$ cat src/rtl/nand_seq_pkg.sv
package nand_seq_pkg;

    localparam logic [1:0] MODE_WRITE = 2'd0;
    localparam logic [1:0] MODE_READ  = 2'd1;

    localparam int unsigned WAIT_PRE_W = 12;

    typedef enum logic [2:0] {
        ST_IDLE,
        ST_SETUP,
        ST_LOW,
        ST_HIGH,
        ST_WAIT,
        ST_FINISH
    } seq_state_e;

endpackage

$ cat src/rtl/nand_rb_sync.sv
module nand_rb_sync (
    input  logic clk,
    input  logic rst_n,
    input  logic rb_async,
    output logic rb_sync
);
    logic meta_q;
    logic sync_q;

    always_ff @(posedge clk or negedge rst_n) begin
        if (!rst_n) begin
            meta_q <= 1'b0;
            sync_q <= 1'b0;
        end else begin
            meta_q <= rb_async;
            sync_q <= meta_q;
        end
    end

    assign rb_sync = sync_q;
endmodule

$ cat src/rtl/nand_phase_timer.sv
module nand_phase_timer #(
    parameter int unsigned WIDTH = 8
) (
    input  logic             clk,
    input  logic             rst_n,
    input  logic             load,
    input  logic [WIDTH-1:0] value,
    output logic             expired
);
    logic [WIDTH-1:0] cnt_q;

    always_ff @(posedge clk or negedge rst_n) begin
        if (!rst_n) begin
            cnt_q <= '0;
        end else if (load) begin
            cnt_q <= (value == '0) ? '0 : value - 1'b1;
        end else if (cnt_q != '0) begin
            cnt_q <= cnt_q - 1'b1;
        end
    end

    assign expired = (cnt_q == '0);
endmodule

$ cat src/rtl/nand_wait_timer.sv
module nand_wait_timer #(
    parameter int unsigned PRE_W = 12,
    parameter int unsigned TO_W  = 16
) (
    input  logic            clk,
    input  logic            rst_n,
    input  logic            clear,
    input  logic [TO_W-1:0] limit,
    output logic            elapsed
);
    logic [PRE_W-1:0] pre_q;
    logic [TO_W-1:0]  unit_q;

    always_ff @(posedge clk or negedge rst_n) begin
        if (!rst_n) begin
            pre_q  <= '0;
            unit_q <= '0;
        end else if (clear) begin
            pre_q  <= '0;
            unit_q <= '0;
        end else begin
            pre_q <= pre_q + 1'b1;
            if (pre_q == '1 && unit_q != '1) begin
                unit_q <= unit_q + 1'b1;
            end
        end
    end

    assign elapsed = (unit_q == limit);
endmodule

$ cat src/rtl/nand_cycle_seq.sv
module nand_cycle_seq
    import nand_seq_pkg::*;
#(
    parameter int unsigned NUM_CS = 4,
    parameter int unsigned CNT_W  = 12,
    parameter int unsigned TIME_W = 8,
    parameter int unsigned TO_W   = 16,
    localparam int unsigned CS_W  = (NUM_CS > 1) ? $clog2(NUM_CS) : 1
) (
    input  logic              clk,
    input  logic              rst_n,
    input  logic              cmd_valid,
    output logic              cmd_ready,
    input  logic [1:0]        cmd_mode,
    input  logic [CS_W-1:0]   cmd_cs,
    input  logic              cmd_target,
    input  logic              cmd_lock,
    input  logic              cmd_addr_inc,
    input  logic [CNT_W-1:0]  cmd_count,
    input  logic [TIME_W-1:0] cfg_addr_setup,
    input  logic [TIME_W-1:0] cfg_data_setup,
    input  logic [TIME_W-1:0] cfg_data_hold,
    input  logic [TO_W-1:0]   cfg_busy_timeout,
    input  logic [7:0]        wr_data,
    input  logic              wr_valid,
    output logic              wr_ready,
    output logic [7:0]        rd_data,
    output logic              rd_valid,
    input  logic              rd_ready,
    output logic [NUM_CS-1:0] nand_ce_n,
    output logic              nand_cle,
    output logic              nand_ale,
    output logic              nand_we_n,
    output logic              nand_re_n,
    output logic [7:0]        nand_dq_out,
    output logic              nand_dq_oe,
    input  logic [7:0]        nand_dq_in,
    input  logic              nand_rb,
    output logic              done,
    output logic              timeout
);
    seq_state_e        state_q, next_s;
    logic [CS_W-1:0]   cs_q;
    logic              tgt_q, lock_q, inc_q, rd_mode_q, first_q;
    logic              hold_ce_q, tmo_q, rd_valid_q;
    logic [CNT_W-1:0]  left_q;
    logic [7:0]        dq_q, rd_data_q;
    logic              rdy_s, phase_done, wait_elapsed, stream_ok, accept;
    logic              in_xfer;
    logic [TIME_W-1:0] phase_len;
    logic [NUM_CS-1:0] ce_vec;

    nand_rb_sync u_rb_sync (
        .clk      (clk),
        .rst_n    (rst_n),
        .rb_async (nand_rb),
        .rb_sync  (rdy_s)
    );

    nand_phase_timer #(.WIDTH(TIME_W)) u_phase (
        .clk     (clk),
        .rst_n   (rst_n),
        .load    (next_s != state_q),
        .value   (phase_len),
        .expired (phase_done)
    );

    nand_wait_timer #(.PRE_W(WAIT_PRE_W), .TO_W(TO_W)) u_wait (
        .clk     (clk),
        .rst_n   (rst_n),
        .clear   (state_q != ST_WAIT),
        .limit   (cfg_busy_timeout),
        .elapsed (wait_elapsed)
    );

    assign cmd_ready = (state_q == ST_IDLE);
    assign accept    = cmd_valid && cmd_ready;
    assign stream_ok = rd_mode_q ? (!rd_valid_q || rd_ready) : wr_valid;

    // Next-state logic
    always_comb begin
        next_s = state_q;
        unique case (state_q)
            ST_IDLE: begin
                if (cmd_valid) begin
                    if (cmd_mode[1])            next_s = ST_WAIT;
                    else if (cmd_count == '0)   next_s = ST_FINISH;
                    else                        next_s = ST_SETUP;
                end
            end
            ST_SETUP:  if (phase_done && stream_ok) next_s = ST_LOW;
            ST_LOW:    if (phase_done) next_s = ST_HIGH;
            ST_HIGH: begin
                if (phase_done) begin
                    if (left_q == '0)   next_s = ST_FINISH;
                    else if (stream_ok) next_s = ST_LOW;
                end
            end
            ST_WAIT:   if (rdy_s || wait_elapsed) next_s = ST_FINISH;
            ST_FINISH: next_s = ST_IDLE;
            default:   next_s = ST_IDLE;
        endcase
    end

    always_comb begin
        unique case (next_s)
            ST_SETUP: phase_len = cfg_addr_setup;
            ST_LOW:   phase_len = cfg_data_setup;
            ST_HIGH:  phase_len = cfg_data_hold;
            default:  phase_len = '0;
        endcase
    end

    // State register
    always_ff @(posedge clk or negedge rst_n) begin
        if (!rst_n) state_q <= ST_IDLE;
        else        state_q <= next_s;
    end

    // Command context and data path registers
    always_ff @(posedge clk or negedge rst_n) begin
        if (!rst_n) begin
            cs_q       <= '0;
            tgt_q      <= 1'b0;
            lock_q     <= 1'b0;
            inc_q      <= 1'b0;
            rd_mode_q  <= 1'b0;
            first_q    <= 1'b0;
            left_q     <= '0;
            dq_q       <= '0;
            rd_data_q  <= '0;
            rd_valid_q <= 1'b0;
            tmo_q      <= 1'b0;
            hold_ce_q  <= 1'b0;
        end else begin
            if (accept) begin
                cs_q      <= cmd_cs;
                tgt_q     <= cmd_target;
                lock_q    <= cmd_lock;
                inc_q     <= cmd_addr_inc;
                rd_mode_q <= (cmd_mode == MODE_READ);
                left_q    <= cmd_count;
                first_q   <= 1'b1;
                tmo_q     <= 1'b0;
            end
            if (state_q == ST_LOW && next_s == ST_HIGH) left_q <= left_q - 1'b1;
            if (state_q == ST_HIGH && next_s == ST_LOW) first_q <= 1'b0;
            if (wr_ready && wr_valid) dq_q <= wr_data;
            if (rd_mode_q && state_q == ST_LOW && phase_done) begin
                rd_data_q  <= nand_dq_in;
                rd_valid_q <= 1'b1;
            end else if (rd_ready) begin
                rd_valid_q <= 1'b0;
            end
            if (state_q == ST_WAIT)   tmo_q     <= !rdy_s;
            if (state_q == ST_FINISH) hold_ce_q <= lock_q;
        end
    end

    // Output decode
    always_comb begin
        in_xfer     = (state_q == ST_SETUP) || (state_q == ST_LOW) || (state_q == ST_HIGH);
        ce_vec      = '0;
        if (state_q != ST_IDLE || hold_ce_q) ce_vec[cs_q] = 1'b1;
        nand_ce_n   = ~ce_vec;
        nand_we_n   = !(state_q == ST_LOW && !rd_mode_q);
        nand_re_n   = !(state_q == ST_LOW && rd_mode_q);
        nand_cle    = in_xfer && tgt_q && (!inc_q || first_q);
        nand_ale    = in_xfer && tgt_q && inc_q && !first_q;
        nand_dq_oe  = !rd_mode_q && (state_q == ST_LOW || state_q == ST_HIGH);
        nand_dq_out = dq_q;
        wr_ready    = !rd_mode_q && phase_done &&
                      ((state_q == ST_SETUP) || (state_q == ST_HIGH && left_q != '0));
        rd_data     = rd_data_q;
        rd_valid    = rd_valid_q;
        done        = (state_q == ST_FINISH);
        timeout     = (state_q == ST_FINISH) && tmo_q;
    end


    ce_onehot_chk: assert property (@(posedge clk) disable iff (!rst_n)
        $onehot0(~nand_ce_n));

    oe_read_excl_chk: assert property (@(posedge clk) disable iff (!rst_n)
        nand_dq_oe |-> nand_re_n);

    strobe_excl_chk: assert property (@(posedge clk) disable iff (!rst_n)
        !(!nand_we_n && !nand_re_n));

    rd_hold_chk: assert property (@(posedge clk) disable iff (!rst_n)
        (rd_valid && !rd_ready) |=> (rd_valid && $stable(rd_data)));

    we_stall_chk: assert property (@(posedge clk) disable iff (!rst_n)
        $fell(nand_we_n) |-> $past(wr_valid));

    latch_excl_chk: assert property (@(posedge clk) disable iff (!rst_n)
        !(nand_cle && nand_ale));

    timeout_done_chk: assert property (@(posedge clk) disable iff (!rst_n)
        timeout |-> done);

    done_pulse_chk: assert property (@(posedge clk) disable iff (!rst_n)
        done |=> !done);
endmodule

$ cat config.mk
export PLATFORM = sky130hd
export DESIGN_NAME = nand_cycle_seq
export DESIGN_NICKNAME = d
export VERILOG_FILES = /design/src/rtl/nand_seq_pkg.sv /design/src/rtl/nand_rb_sync.sv /design/src/rtl/nand_phase_timer.sv /design/src/rtl/nand_wait_timer.sv /design/src/rtl/nand_cycle_seq.sv
export SDC_FILE = /design/constraint.sdc
export NUM_CORES = 1
export LEC_CHECK = 0
export BUFFER_PORTS_ARGS = -buffer_cell sky130_fd_sc_hd__buf_2
export CORE_MARGIN = 1.5
export CORE_UTILIZATION = 50
export DETAILED_ROUTE_END_ITERATION = 12
export GPL_TIMING_DRIVEN = 0
export PLACE_DENSITY = 0.73
export SYNTH_ARGS = -nofsm -noshare
export SYNTH_HDL_FRONTEND = slang
export SYNTH_HIERARCHICAL = 1
export SYNTH_SLANG_ARGS = --single-unit
$ cat constraint.sdc
create_clock -name clk -period 8.28 [get_ports clk]
set_input_delay 1.242 -clock clk [delete_from_list [all_inputs] [get_ports clk]]
set_output_delay 1.242 -clock clk [all_outputs]
set_load 0.005 [all_outputs]
==> metrics.log, run 1 <==
[metrics] status: finished, violations left
[metrics] failing checks: DRC
[metrics] post-synthesis to final-layout area growth: 20.26%
[metrics] count of distinct cell types in the synthesized netlist: 69
[metrics] Pwr per Cell Area: 215.7 nW/um^2
[metrics] global-route wire length before repair: 17840 um
[metrics] total power draw: 1.189 mW
[metrics] sequential share of the synthesized area: 43.13%
[metrics] crit path time final: 4.151 ns
[metrics] final antenna diode count: 0
[metrics] clk sink count: 79
[metrics] # Max-Cap Violations: 0
[metrics] number of vias in the routed layout: 3973
[metrics] NumNets Final: 677
[metrics] effective utilization at floorplan: 52.05%
[metrics] final number of hold-violating endpoints: 0
[metrics] TritonRoute pass-1 iters: 9
[metrics] TritonCTS clock tree: yes
[metrics] y dimension of the die: 98.74 um
[metrics] EDFF count, synth: 0
[metrics] Pins Over Slew Limit: 0
[metrics] count of endpoints failing setup in the final report: 0
[metrics] fraction of layout cells with a size suffix above 1: 26.89%
[metrics] maximum achievable frequency: 240.9 MHz
[metrics] unrepaired setup endpoints after global routing: no
[metrics] count of unresolved DRC violations after routing: 8
[metrics] Worst Setup Start Kind: input pin
[metrics] total I/O pin count: 111
[metrics] number of nets with antenna violations after routing: 0
[metrics] number of cell rows: 34
[metrics] most instantiated flip-flop cell in the synthesis netlist: sky130_fd_sc_hd__dfrtp_1
[metrics] number of antenna violations at the first check in global routing: 0
[metrics] nature of the critical path endpoint: register
[metrics] vias in the first global route: 3904
[metrics] number of instances in the synthesized netlist: 468
[metrics] gp weighted congestion: 0.9164
[metrics] total of warnings raised by yosys: 6
[metrics] relative max-transition margin: 57.57%
[metrics] standard cell core area: 8806 um^2
[metrics] Routed WL per cell: 15.06 um
[metrics] maximum level of the CTS H-tree: 3
[metrics] worst setup path class: in -> reg
[metrics] Total GRT Usage: 22.63%
[metrics] # Post-CTS Setup Buffers: 0
[metrics] clock insertion delay at the later pin of the skew report: 0.35 ns
[metrics] final worst clock skew: 0.01022 ns
[metrics] total wire length after detailed routing: 10590 um
[metrics] hold bufs inserted after CTS: 0
[metrics] die span in x: 98.74 um
[metrics] endpoint arrival time on the critical path: 4.40 ns
[metrics] fraction of registers with async set or reset after synthesis: 100.0%
[metrics] transition at the pin with the smallest max-transition slack: 0.6330 ns
[metrics] worst min-delay path class: reg -> reg
[metrics] clock root cell: sky130_fd_sc_hd__clkbuf_8
[metrics] leakage power: 2.432 nW
[metrics] Mapped Avg Cell Area: 9.793 um^2
[metrics] drt via density: 5.651
[metrics] post-synthesis instance area: 4583 um^2
[metrics] number of synthesized register bits: 79
[metrics] Max rail drop VDD: 0.00009586 V
[metrics] buffers added on ports: 110
[metrics] worst-case clock buffer depth: 2
[metrics] Setup TNS Final: 0 ns
[metrics] HPWL after DPL: 8099 um
[metrics] net count after synthesis: 555
[metrics] DP Cell Count: 687
[metrics] maximum number of pins on one net before global-route repair: 68
[metrics] post-cts sizing count: 0
[metrics] overall die area: 9750 um^2
[metrics] utilization after layout: 62.59%
[metrics] clock transition time at the flip-flop clock pins of the worst setup and hold paths: 0.08 ns
[metrics] Critical Path Fanout Max: 8
[metrics] number of clock buffers inserted by TritonCTS: 9
[metrics] portion of the clock cycle consumed by the worst path in the final layout: 50.13%
[metrics] final std cells w/o fill: 703
[metrics] GRT overflow: 0
[metrics] Worst EP required: 8.53 ns
[metrics] DRT iter0 DRCs: 163
[worst max-delay path, cell delays in order]
cell,delay (ns)
sky130_fd_sc_hd__buf_2,0.10
sky130_fd_sc_hd__xnor2_1,0.13
sky130_fd_sc_hd__nand4_1,0.15
sky130_fd_sc_hd__nor4_1,0.40
sky130_fd_sc_hd__nor2_1,0.13
sky130_fd_sc_hd__a2bb2oi_1,0.16
sky130_fd_sc_hd__o221a_4,0.27
sky130_fd_sc_hd__or3_1,0.37
sky130_fd_sc_hd__buf_4,0.17
sky130_fd_sc_hd__o2bb2ai_1,0.33
sky130_fd_sc_hd__inv_1,0.12
sky130_fd_sc_hd__ha_1,0.25
sky130_fd_sc_hd__nor3b_1,0.16
sky130_fd_sc_hd__xnor2_1,0.18
sky130_fd_sc_hd__o22ai_1,0.11
sky130_fd_sc_hd__o21a_1,0.13
[final timing paths]
kind,depth (start not counted),slack [ns],startpoint,end
setup / recovery,16,4.13,cfg_busy_timeout[12],u_phase/cnt_q[4]
hold / removal,0,0.39,u_rb_sync/meta_q,u_rb_sync/rb_sync
setup reg to reg,15,4.44,u_phase/cnt_q[0],u_phase/cnt_q[7]
hold reg to reg,0,0.39,u_rb_sync/meta_q,u_rb_sync/rb_sync
max in group asynchronous,2,6.96,rst_n,u_wait/unit_q[8]
min in group asynchronous,1,0.73,rst_n,left_q[5]
[cell families (layout without fill, tap and decap cells)]
kind of cell	Yosys count	count (layout)	synth area share, %
and+or+nand+nor	202	202	23.86
DFF	79	79	43.13
AOI/OAI and AO/OA	72	72	12.50
xor gates and xnor gates	46	46	8.790
buffers and inverters	33	160	3.003
muxes	30	30	7.071
adders and majority gates	6	6	1.638
[per-layer routing]
metal  vias up  GRT usage, %  share of wire (%)
met1      1942         28.83                 43
met3        14         4.326                5.1
met2        91         39.10                 51
met4         0         7.033                1.1
li1       1926             -                  -
met5         -             0                  0
[final cells by class]
| type | instances | area (um^2) |
|---|---|---|
| clock buffers | 10 | 127.6 |
| multi-input cells | 356 | 2469 |
| plain buffers | 18 | 81.33 |
| fillers | 731 | 3294 |
| well taps | 108 | 135.1 |
| flip-flops and latches | 79 | 1977 |
| clock inverters | 6 | 85.08 |
| inverters | 15 | 56.30 |
| repair buffers | 111 | 580.6 |
[registers in the layout, summed over array words and instances (netlist names), 2 cells and up]
register / flops
u_phase/cnt_q: 8
rd_data: 8
u_wait/pre_q: 12
cs_q: 2
nand_dq_out: 8
u_wait/unit_q: 16
left_q: 12
state_q: 3
[cells in the mapped netlist (5+ instances only)]
cell type | n | area [um^2]
sky130_fd_sc_hd__dfrtp_1 | 79 | 1977
sky130_fd_sc_hd__xor2_1 | 10 | 87.58
sky130_fd_sc_hd__nand4_1 | 9 | 56.30
sky130_fd_sc_hd__o211ai_1 | 5 | 37.54
sky130_fd_sc_hd__xnor2_1 | 36 | 315.3
sky130_fd_sc_hd__nor2b_1 | 5 | 31.28
sky130_fd_sc_hd__or3_1 | 8 | 50.05
sky130_fd_sc_hd__mux2i_1 | 11 | 110.1
sky130_fd_sc_hd__and3_1 | 5 | 31.28
sky130_fd_sc_hd__a21oi_1 | 12 | 60.06
sky130_fd_sc_hd__nor2_1 | 48 | 180.2
sky130_fd_sc_hd__o21ai_0 | 8 | 40.04
sky130_fd_sc_hd__nor4_1 | 9 | 56.30
sky130_fd_sc_hd__o21ai_1 | 5 | 25.02
sky130_fd_sc_hd__nand3_1 | 24 | 120.1
sky130_fd_sc_hd__nand2_1 | 42 | 157.7
sky130_fd_sc_hd__mux2_2 | 9 | 101.4
sky130_fd_sc_hd__inv_1 | 14 | 52.55
sky130_fd_sc_hd__clkbuf_1 | 10 | 37.54
sky130_fd_sc_hd__o22ai_1 | 5 | 31.28
sky130_fd_sc_hd__ha_1 | 6 | 75.07
sky130_fd_sc_hd__nand2b_1 | 6 | 37.54
sky130_fd_sc_hd__nor3b_1 | 6 | 45.04
sky130_fd_sc_hd__mux2_1 | 10 | 112.6
sky130_fd_sc_hd__nor3_1 | 10 | 50.05
sky130_fd_sc_hd__o2bb2ai_1 | 8 | 70.07
[stage by stage]
step           setup WS [ns]  hold WS, ns  cell area (um^2)
6_report               4.129       0.3853              5512
3_5_place_dp           3.779       0.3685              5299
2_1_floorplan          4.364       0.3312              4583
3_3_place_gp           3.747       0.3620              5269
4_1_cts                4.137       0.3854              5512
5_1_grt                3.922       0.3908              5512
[power by group]
group	switching (mW)	internal, mW	total, mW
Combinational	0.214	0.183	0.396
Clock	0.144	0.169	0.313
Sequential	0.0430	0.437	0.480
Total	0.401	0.788	1.19
[cell usage in the layout (no fill, tap or decap), types with 11 or more instances in the layout]
| cell | count |
|---|---|
| sky130_fd_sc_hd__buf_2 | 113 |
| sky130_fd_sc_hd__dfrtp_1 | 79 |
| sky130_fd_sc_hd__inv_1 | 14 |
| sky130_fd_sc_hd__nor2_1 | 48 |
| sky130_fd_sc_hd__nand3_1 | 24 |
| sky130_fd_sc_hd__xnor2_1 | 36 |
| sky130_fd_sc_hd__clkbuf_1 | 11 |
| sky130_fd_sc_hd__a21oi_1 | 12 |
| sky130_fd_sc_hd__nand2_1 | 42 |
| sky130_fd_sc_hd__mux2i_1 | 11 |
(Power assumes the default switching activity.)
==> run 2, diff against run 1 <==
- ABC_AREA: not set -> 1
- PLACE_DENSITY: 0.73 -> 0.72
- clock period: 8.28 -> 4.3 ns (I/O delays scaled with it)
==> metrics.log, run 2 <==
[metrics] status: complete, no violations (was finished, violations left)
[metrics] portion of the clock cycle consumed by the worst path in the final layout: 72.97%
[metrics] count of distinct cell types in the synthesized netlist: 38 (was 69)
[metrics] number of nets with antenna violations after routing: 0 (unchanged)
[metrics] end point of the critical path: u_phase/cnt_q[3] (was u_phase/cnt_q[4])
[metrics] Max rail drop VDD: 0.0003164 V (was 0.00009586 V)
[metrics] drt via density: 5.210 (was 5.651)
[metrics] Top reg by flops: u_wait/unit_q (unchanged)
[metrics] hold bufs inserted after CTS: 0 (unchanged)
[metrics] standard cell core area: 9774 um^2 (was 8806 um^2)
[metrics] fraction of layout cells with a size suffix above 1: 23.33% (was 26.89%)
[metrics] relative max-transition margin: 68.50% (was 57.57%)
[metrics] utilization after layout: 61.78% (was 62.59%)
[metrics] Synth Area in Adders: 1.494% (was 1.638%)
[metrics] Routed WL per cell: 12.68 um (was 15.06 um)
[metrics] total power draw: 3.403 mW (was 1.189 mW)
[metrics] most used cells in the layout excluding fill and tap cells: 195 x sky130_fd_sc_hd__nand2_1, 117 x sky130_fd_sc_hd__buf_2, 106 x sky130_fd_sc_hd__nand3_1 (was 113 x sky130_fd_sc_hd__buf_2, 79 x sky130_fd_sc_hd__dfrtp_1, 48 x sky130_fd_sc_hd__nor2_1)
[metrics] leading cell types by total area after synthesis: sky130_fd_sc_hd__dfrtp_1 39%, sky130_fd_sc_hd__nand2_1 15%, sky130_fd_sc_hd__nand3_1 11% (was sky130_fd_sc_hd__dfrtp_1 43%, sky130_fd_sc_hd__xnor2_1 6.9%, sky130_fd_sc_hd__nor2_1 3.9%)
[metrics] worst setup path class: reg -> reg (was in -> reg)
[metrics] number of cell rows: 36 (was 34)
[metrics] Mapped Avg Cell Area: 7.211 um^2 (was 9.793 um^2)
[metrics] number of antenna violations at the first check in global routing: 0 (unchanged)
[metrics] relative contribution of sequential cells to total power: 32.2% (was 40.3%)
[metrics] most common cell after layout, fill and taps aside: sky130_fd_sc_hd__nand2_1 (was sky130_fd_sc_hd__buf_2)
[metrics] unrepaired setup endpoints after global routing: no (unchanged)
[metrics] DRT iter0 DRCs: 159 (was 163)
[metrics] total I/O pin count: 111 (unchanged)
[metrics] number of clock buffers inserted by TritonCTS: 9 (unchanged)
[metrics] endpoint arrival time on the critical path: 3.42 ns (was 4.40 ns)
[metrics] final std cells w/o fill: 956 (was 703)
[metrics] Worst EP required: 4.58 ns (was 8.53 ns)
[metrics] share of the synthesized area in the top cell type: 39.33% (was 43.13%)
[metrics] effective utilization at floorplan: 51.42% (was 52.05%)
[metrics] maximum number of pins on one net before global-route repair: 47 (was 68)
[metrics] worst setup path startpoint: u_phase/cnt_q[0] (was cfg_busy_timeout[12])
[metrics] pre-CTS setup slack: 1.022 ns (was 3.779 ns)
[metrics] clock transition time at the flip-flop clock pins of the worst setup and hold paths: 0.08 ns (about the same)
[metrics] EDFF count, synth: 0 (unchanged)
[metrics] internal portion of total power: 1.967 mW (was 0.7883 mW)
[metrics] number of synthesized register bits: 79 (unchanged)
[metrics] HPWL after DPL: 9378 um (was 8099 um)
[metrics] proportion of total power due to net switching: 42.20% (was 33.70%)
[metrics] number of cell instances on the worst register-to-register path: 23 (was 15)
[metrics] TritonRoute pass-1 iters: 5 (was 9)
[metrics] final number of hold-violating endpoints: 0 (unchanged)
[metrics] fin worst setup slack: 1.162 ns (was 4.129 ns)
[metrics] overall die area: 10660 um^2 (was 9750 um^2)
[metrics] y dimension of the die: 103.3 um (was 98.74 um)
[metrics] clock root cell: sky130_fd_sc_hd__clkbuf_8 (unchanged)
[metrics] combinational family with the most area after synthesis: simple AND/OR/NAND/NOR gates (unchanged)
[metrics] clk sink count: 79 (unchanged)
[metrics] flop2flop setup slack: 1.16 ns (was 4.44 ns)
[metrics] count of unresolved DRC violations after routing: 0 (was 8)
[metrics] Total GRT Usage: 23.34% (was 22.63%)
[metrics] placed instance area: 5768 um^2 (was 5299 um^2)
[metrics] net count after synthesis: 784 (was 555)
[metrics] Pins Over Slew Limit: 0 (unchanged)
[metrics] die span in x: 103.3 um (was 98.74 um)
[metrics] total wire length after detailed routing: 12120 um (was 10590 um)
[metrics] count of endpoints failing setup in the final report: 0 (unchanged)
[metrics] sequential share of the synthesized area: 39.33% (was 43.13%)
[metrics] Setup TNS Final: 0 ns (unchanged)
[metrics] leakage power: 3.101 nW (was 2.432 nW)
[metrics] # Post-CTS Setup Buffers: 0 (unchanged)
[metrics] worst-case clock buffer depth: 2 (unchanged)
[metrics] nature of the critical path endpoint: register (unchanged)
[metrics] most instantiated flip-flop cell in the synthesis netlist: sky130_fd_sc_hd__dfrtp_1 (unchanged)
[metrics] GRT overflow: 0 (unchanged)
[metrics] relative contribution of combinational cells to total power: 46.1% (was 33.3%)
[metrics] Post-Synth Simple-Gate Area: 39.31% (was 23.86%)
[metrics] commonest cells in the synthesized netlist: 195 x sky130_fd_sc_hd__nand2_1, 106 x sky130_fd_sc_hd__nand3_1, 79 x sky130_fd_sc_hd__dfrtp_1, 76 x sky130_fd_sc_hd__inv_1, 57 x sky130_fd_sc_hd__nor2_1 (was 79 x sky130_fd_sc_hd__dfrtp_1, 48 x sky130_fd_sc_hd__nor2_1, 42 x sky130_fd_sc_hd__nand2_1, 36 x sky130_fd_sc_hd__xnor2_1, 24 x sky130_fd_sc_hd__nand3_1)
[metrics] post-synthesis instance area: 5026 um^2 (was 4583 um^2)
[metrics] post-cts sizing count: 0 (unchanged)
[metrics] total of warnings raised by yosys: 6 (unchanged)
[metrics] registers with the highest flip-flop counts: u_wait/unit_q x16, left_q x12, u_wait/pre_q x12 (unchanged)
[metrics] RR Startpoint: u_phase/cnt_q[0] (unchanged)
[metrics] transition at the pin with the smallest max-transition slack: 0.4724 ns (was 0.6330 ns)
[metrics] buffers added on ports: 109 (was 110)
[metrics] final worst clock skew: 0.009574 ns (was 0.01022 ns)
[metrics] final antenna diode count: 0 (unchanged)
[metrics] net switching power: 1.436 mW (was 0.4006 mW)
[metrics] worst min-delay path class: in -> async (was reg -> reg)
[metrics] number of vias in the routed layout: 4981 (was 3973)
[metrics] maximum achievable frequency: 318.7 MHz
[metrics] Clock power frac: 21.7% (was 26.3%)
[metrics] # Max-Cap Violations: 0 (unchanged)
[metrics] DP Cell Count: 940 (was 687)
[metrics] endpoint of the worst register-to-register path: u_phase/cnt_q[3] (was u_phase/cnt_q[7])
[metrics] global-route wire length before repair: 19620 um (was 17840 um)
[metrics] Synth Area in XOR/XNOR: 3.485% (was 8.791%)
[metrics] Worst Setup Start Kind: register (was input pin)
[metrics] post-synthesis to final-layout area growth: 20.14% (was 20.26%)
[metrics] post-route cell area: 6038 um^2 (was 5512 um^2)
[metrics] cell type contributing the most total cell area after synthesis: sky130_fd_sc_hd__dfrtp_1 (unchanged)
[metrics] most frequent cell after synthesis: sky130_fd_sc_hd__nand2_1 (was sky130_fd_sc_hd__dfrtp_1)
[metrics] NumNets Final: 905 (was 677)
[metrics] vias in the first global route: 4537 (was 3904)
[metrics] crit path time final: 3.138 ns
[metrics] minimum hold slack: 0.2321 ns (was 0.3853 ns)
[metrics] number of instances in the synthesized netlist: 697 (was 468)
[metrics] maximum level of the CTS H-tree: 3 (unchanged)
[metrics] multiplexer area fraction after synthesis: 1.792% (was 7.071%)
[metrics] Critical Path Fanout Max: 10 (was 8)
[metrics] number of flip-flops in the largest register: 16 (unchanged)
[metrics] fraction of registers with async set or reset after synthesis: 100.0% (unchanged)
[metrics] gp weighted congestion: 0.8896 (was 0.9164)
[metrics] clock insertion delay at the later pin of the skew report: 0.36 ns (was 0.35 ns)
[metrics] Pwr per Cell Area: 563.6 nW/um^2 (was 215.7 nW/um^2)
[metrics] TritonCTS clock tree: yes (unchanged)
[metrics] share of the synthesized area in compound gates (AO/OA/AOI/OAI): 6.124% (was 12.50%)
run 2: power groups by stage:
stage	Clock (mW)	Sequential [mW]	Combinational, mW
floorplan	0	1.08	1.15
global placement	0	1.10	1.51
detailed placement	0	1.11	1.56
CTS	0.751	1.09	1.57
global route	0.783	1.12	1.80
finish	0.739	1.10	1.57
run 2: critical path, stage by stage, from the launching register on:
cell and delay [ns]:
sky130_fd_sc_hd__dfrtp_1 0.40, sky130_fd_sc_hd__inv_1 0.10, sky130_fd_sc_hd__ha_1 0.19, sky130_fd_sc_hd__inv_2 0.05, sky130_fd_sc_hd__nor2_4 0.15, sky130_fd_sc_hd__nand4_4 0.11, sky130_fd_sc_hd__nor2_4 0.23, sky130_fd_sc_hd__nand2_1 0.08
sky130_fd_sc_hd__inv_1 0.05, sky130_fd_sc_hd__nand2_1 0.06, sky130_fd_sc_hd__nand3_1 0.10, sky130_fd_sc_hd__nand4_1 0.16, sky130_fd_sc_hd__nor2_4 0.26, sky130_fd_sc_hd__nand3_1 0.11, sky130_fd_sc_hd__nand2_1 0.07, sky130_fd_sc_hd__inv_1 0.04
sky130_fd_sc_hd__nand2_1 0.07, sky130_fd_sc_hd__inv_1 0.08, sky130_fd_sc_hd__ha_1 0.21, sky130_fd_sc_hd__nand3_1 0.09, sky130_fd_sc_hd__nor2_2 0.06, sky130_fd_sc_hd__nor2_4 0.15, sky130_fd_sc_hd__nand3_1 0.10, sky130_fd_sc_hd__a21oi_1 0.13
run 2: logic make-up (layout without fill, tap and decap cells):
kind of cell    count (synthesis)  after routing
simple gates                  426            426
buf+inv                       102            228
flops                          79             79
compound gates                 56             56
xor+xnor                       20             20
mux                             8              8
fa+ha+maj                       6              6
run 2: per-layer routing:
layer	track usage (%)	vias to the layer above	share of wire [%]
li1	-	2505	-
met1	29.75	2297	45
met2	40.13	158	49
met3	3.293	21	5.2
met4	9.356	0	1.7
met5	0	-	0
run 2: worst min path at each step:
stage | start | endpoint | slack [ns] | cells past startpoint
after floorplan | u_rb_sync/meta_q | u_rb_sync/rb_sync | 0.33 | 0
after global placement | u_rb_sync/meta_q | u_rb_sync/rb_sync | 0.34 | 0
after detailed placement | u_rb_sync/meta_q | u_rb_sync/rb_sync | 0.34 | 0
after CTS | rst_n | rd_data[4] | 0.25 | 1
after global routing | rst_n | rd_data[4] | 0.27 | 1
final | rst_n | u_wait/unit_q[7] | 0.23 | 1
run 2: area by class of cell:
| cell class | instances | area, um^2 |
|---|---|---|
| Timing Repair Buffer | 110 | 575.6 |
| Clock buffer | 11 | 141.4 |
| Fill cell | 897 | 3736 |
| Tap cell | 133 | 166.4 |
| Buffer | 14 | 90.09 |
| Clock inverter | 5 | 128.9 |
| Inverter | 88 | 335.3 |
| Multi-Input combinational cell | 516 | 2624 |
| Sequential cell | 79 | 1977 |
==> run 3, diff against run 2 <==
- ABC_AREA: 1 -> 0
- CORE_UTILIZATION: 50 -> 49
- PLACE_DENSITY: 0.72 -> 0.75
- clock period: 4.3 -> 2.5 ns (I/O delays scaled with it)
==> metrics.log, run 3 (synthesis results as in run 1) <==
[metrics] status: finished, violations left (was complete, no violations)
[metrics] failing checks: setup timing
[metrics] maximum level of the CTS H-tree: 3 (unchanged)
[metrics] relative max-transition margin: 49.72% (was 68.50%)
[metrics] final worst clock skew: 0.01166 ns (was 0.009574 ns)
[metrics] clock root cell: sky130_fd_sc_hd__clkbuf_8 (unchanged)
[metrics] Max rail drop VDD: 0.0003736 V (was 0.0003164 V)
[metrics] number of cell rows: 35 (was 36)
[metrics] Critical Path Fanout Max: 5 (was 10)
[metrics] gp weighted congestion: 0.9091 (was 0.8896)
[metrics] Pwr per Cell Area: 722.2 nW/um^2 (was 563.6 nW/um^2)
[metrics] portion of the clock cycle consumed by the worst path in the final layout: 131.5% (was 72.97%)
[metrics] endpoint arrival time on the critical path: 3.54 ns (was 3.42 ns)
[metrics] y dimension of the die: 99.71 um (was 103.3 um)
[metrics] GRT overflow: 0 (unchanged)
[metrics] total power draw: 4.471 mW (was 3.403 mW)
[metrics] Setup TNS Final: -5.505 ns (was 0 ns)
[metrics] number of nets with antenna violations after routing: 0 (unchanged)
[metrics] highest metal used: met4 (unchanged)
[metrics] transition at the pin with the smallest max-transition slack: 0.7474 ns (was 0.4724 ns)
[metrics] HPWL after DPL: 8149 um (was 9378 um)
[metrics] met2 wire length: 6317 um (was 5879 um)
[metrics] most used cells in the layout excluding fill and tap cells: 112 x sky130_fd_sc_hd__buf_2, 70 x sky130_fd_sc_hd__dfrtp_1, 47 x sky130_fd_sc_hd__nor2_1 (was 195 x sky130_fd_sc_hd__nand2_1, 117 x sky130_fd_sc_hd__buf_2, 106 x sky130_fd_sc_hd__nand3_1)
[metrics] TritonRoute pass-1 iters: 4 (was 5)
[metrics] worst min-delay path class: in -> reg (was in -> async)
[metrics] worst setup path class: reg -> reg (unchanged)
[metrics] clock transition time at the flip-flop clock pins of the worst setup and hold paths: 0.08 ns (about the same)
[metrics] overall die area: 9942 um^2 (was 10660 um^2)
[metrics] buffers added on ports: 110 (was 109)
[metrics] met3 WL post-DR: 627 um (was 634 um)
[metrics] nature of the critical path endpoint: register (unchanged)
[metrics] most common cell after layout, fill and taps aside: sky130_fd_sc_hd__buf_2 (was sky130_fd_sc_hd__nand2_1)
[metrics] unrepaired setup endpoints after global routing: yes (was no)
[metrics] final number of hold-violating endpoints: 0 (unchanged)
[metrics] clk sink count: 79 (unchanged)
[metrics] Total GRT Usage: 23.87% (was 23.34%)
[metrics] number of clock buffers inserted by TritonCTS: 9 (unchanged)
[metrics] fin worst setup slack: -0.7887 ns (was 1.162 ns)
[metrics] cell-by-cell listing of the critical path: xnor2_2, nand4_1, nor4_4, nor2_2, a2bb2oi_2, o221a_4, nor3b_4, o2bb2ai_2, or4_4, nor4_4, mux2_4, a22o_1 (was inv_1, ha_1, inv_2, nor2_4, nand4_4, nor2_4, nand2_1, inv_1, nand2_1, nand3_1, nand4_1, nor2_4, nand3_1, nand2_1, inv_1, nand2_1, inv_1, ha_1, nand3_1, nor2_2, nor2_4, nand3_1, a21oi_1)
[metrics] Worst Setup Start Kind: register (unchanged)
[metrics] count of endpoints failing setup in the final report: 8 (was 0)
[metrics] Crit path top cell by count: sky130_fd_sc_hd__nor4_4
[metrics] post-synthesis to final-layout area growth: 35.08% (was 20.14%)
[metrics] cell with the biggest individual delay on the critical path: sky130_fd_sc_hd__or4_4 (was sky130_fd_sc_hd__dfrtp_1)
[metrics] final antenna diode count: 0 (unchanged)
[metrics] number of flip-flops in the largest register: 16 (unchanged)
[metrics] minimum hold slack: 0.1238 ns (was 0.2321 ns)
[metrics] TritonCTS clock tree: yes (unchanged)
[metrics] maximum number of pins on one net before global-route repair: 56 (was 47)
[metrics] clock insertion delay at the later pin of the skew report: 0.35 ns (was 0.36 ns)
[metrics] worst-case clock buffer depth: 2 (unchanged)
[metrics] slowest stage delay, CP: 0.59 ns (was 0.40 ns)
[metrics] count of unresolved DRC violations after routing: 0 (unchanged)
[metrics] total wire length after detailed routing: 11960 um (was 12120 um)
[metrics] effective utilization at floorplan: 50.08% (was 51.42%)
[metrics] crit path time final: 3.289 ns (was 3.138 ns)
[metrics] maximum achievable frequency: 304.1 MHz (was 318.7 MHz)
[metrics] leakage power: 2.765 nW (was 3.101 nW)
[metrics] total I/O pin count: 111 (unchanged)
[metrics] drt via density: 5.644 (was 5.210)
[metrics] die span in x: 99.71 um (was 103.3 um)
[metrics] fraction of layout cells with a size suffix above 1: 39.03% (was 23.33%)
[metrics] vias in the first global route: 3970 (was 4537)
[metrics] standard cell core area: 9153 um^2 (was 9774 um^2)
[metrics] number of antenna violations at the first check in global routing: 0 (unchanged)
[metrics] Pins Over Slew Limit: 0 (unchanged)
[metrics] NumNets Final: 720 (was 905)
[metrics] # Max-Cap Violations: 0 (unchanged)
[metrics] registers with the highest flip-flop counts: u_wait/unit_q x16, left_q x12, u_wait/pre_q x12 (unchanged)
[metrics] Top reg by flops: u_wait/unit_q (unchanged)
[metrics] number of vias in the routed layout: 4227 (was 4981)
[metrics] Worst EP required: 2.75 ns (was 4.58 ns)
[metrics] post-route met1 wirelength: 4809 um (was 5396 um)
[metrics] pre-CTS setup slack: -1.199 ns (was 1.022 ns)
[metrics] flop2flop setup slack: -0.79 ns (was 1.16 ns)
[metrics] DRT iter0 DRCs: 192 (was 159)
[metrics] global-route wire length before repair: 18830 um (was 19620 um)
[metrics] Routed WL per cell: 15.97 um (was 12.68 um)
-- run 3: changes by cell type in the layout (fill, tap and decap cells not counted), sizes merged, moves of 15 or more --
| cell | delta |
|---|---|
| nand3 | -85 |
| xnor2 | +29 |
| nand2 | -157 |
| buf | +38 |
| inv | -72 |
| o21ai | -15 |
| nor2 | -28 |
-- run 3: report_power, final --
group	internal [mW]	switching, mW
clock network	0.565	0.468
logic	0.930	0.897
registers	1.45	0.162
-- run 3: per-stage QoR --
| step | cell area, um^2 | util, % | std cells |
|---|---|---|---|
| CTS | 5996 | 65.51 | 737 |
| finish | 6191 | 67.64 | 749 |
| detailed placement | 5384 | 58.82 | 690 |
| floorplan | 4664 | - | 468 |
| global route | 6191 | 67.64 | 749 |
| global placement | 5354 | 58.50 | 689 |
-- run 3: area by class of cell --
cell class | instances | area (um^2)
sequential | 79 | 1988
multi-input combinational | 356 | 2758
timing repair buffer | 155 | 944.7
clock inverter | 5 | 82.58
clock buffer | 11 | 131.4
tap | 111 | 138.9
inverter | 15 | 61.31
fill | 718 | 2962
buffer | 17 | 86.33
-- run 3: critical path: cells and delay by family (launching register included) --
| family | cells | cell delay, ns |
|---|---|---|
| AND/OR/NAND/NOR | 6 | 1.55 |
| AO/OA/AOI/OAI | 4 | 0.72 |
| flip-flops | 1 | 0.44 |
| multiplexers | 1 | 0.33 |
| XOR/XNOR | 1 | 0.15 |
-- run 3: per-layer routing --
layer	vias to the layer above	global-route usage [%]
li1	2012	-
met1	2061	29.40
met2	135	42.54
met3	19	3.654
met4	0	8.234
met5	-	0
-- run 3: path summary, 6_finish.rpt --
| path | from | to | cells past startpoint |
|---|---|---|---|
| hold / removal | nand_rb | u_rb_sync/meta_q | 1 |
| setup reg to reg | u_wait/unit_q[14] | u_phase/cnt_q[7] | 12 |
| max in group asynchronous | rst_n | u_wait/unit_q[12] | 3 |
| min in group asynchronous | rst_n | left_q[8] | 2 |
| hold reg to reg | u_rb_sync/meta_q | u_rb_sync/rb_sync | 0 |
| setup / recovery | u_wait/unit_q[14] | u_phase/cnt_q[7] | 12 |
-- run 3: timing repair --
| item | 4_1_cts | 5_1_grt |
|---|---|---|
| pin swaps | 26 | 18 |
| setup buffers | 30 | 13 |
| gates cloned | 0 | 0 |
| resized for setup | 33 | 20 |
| setup endpoints to repair | 9 | 10 |
| hold endpoints to repair | 24 | 0 |
| hold buffers | 1 | 0 |
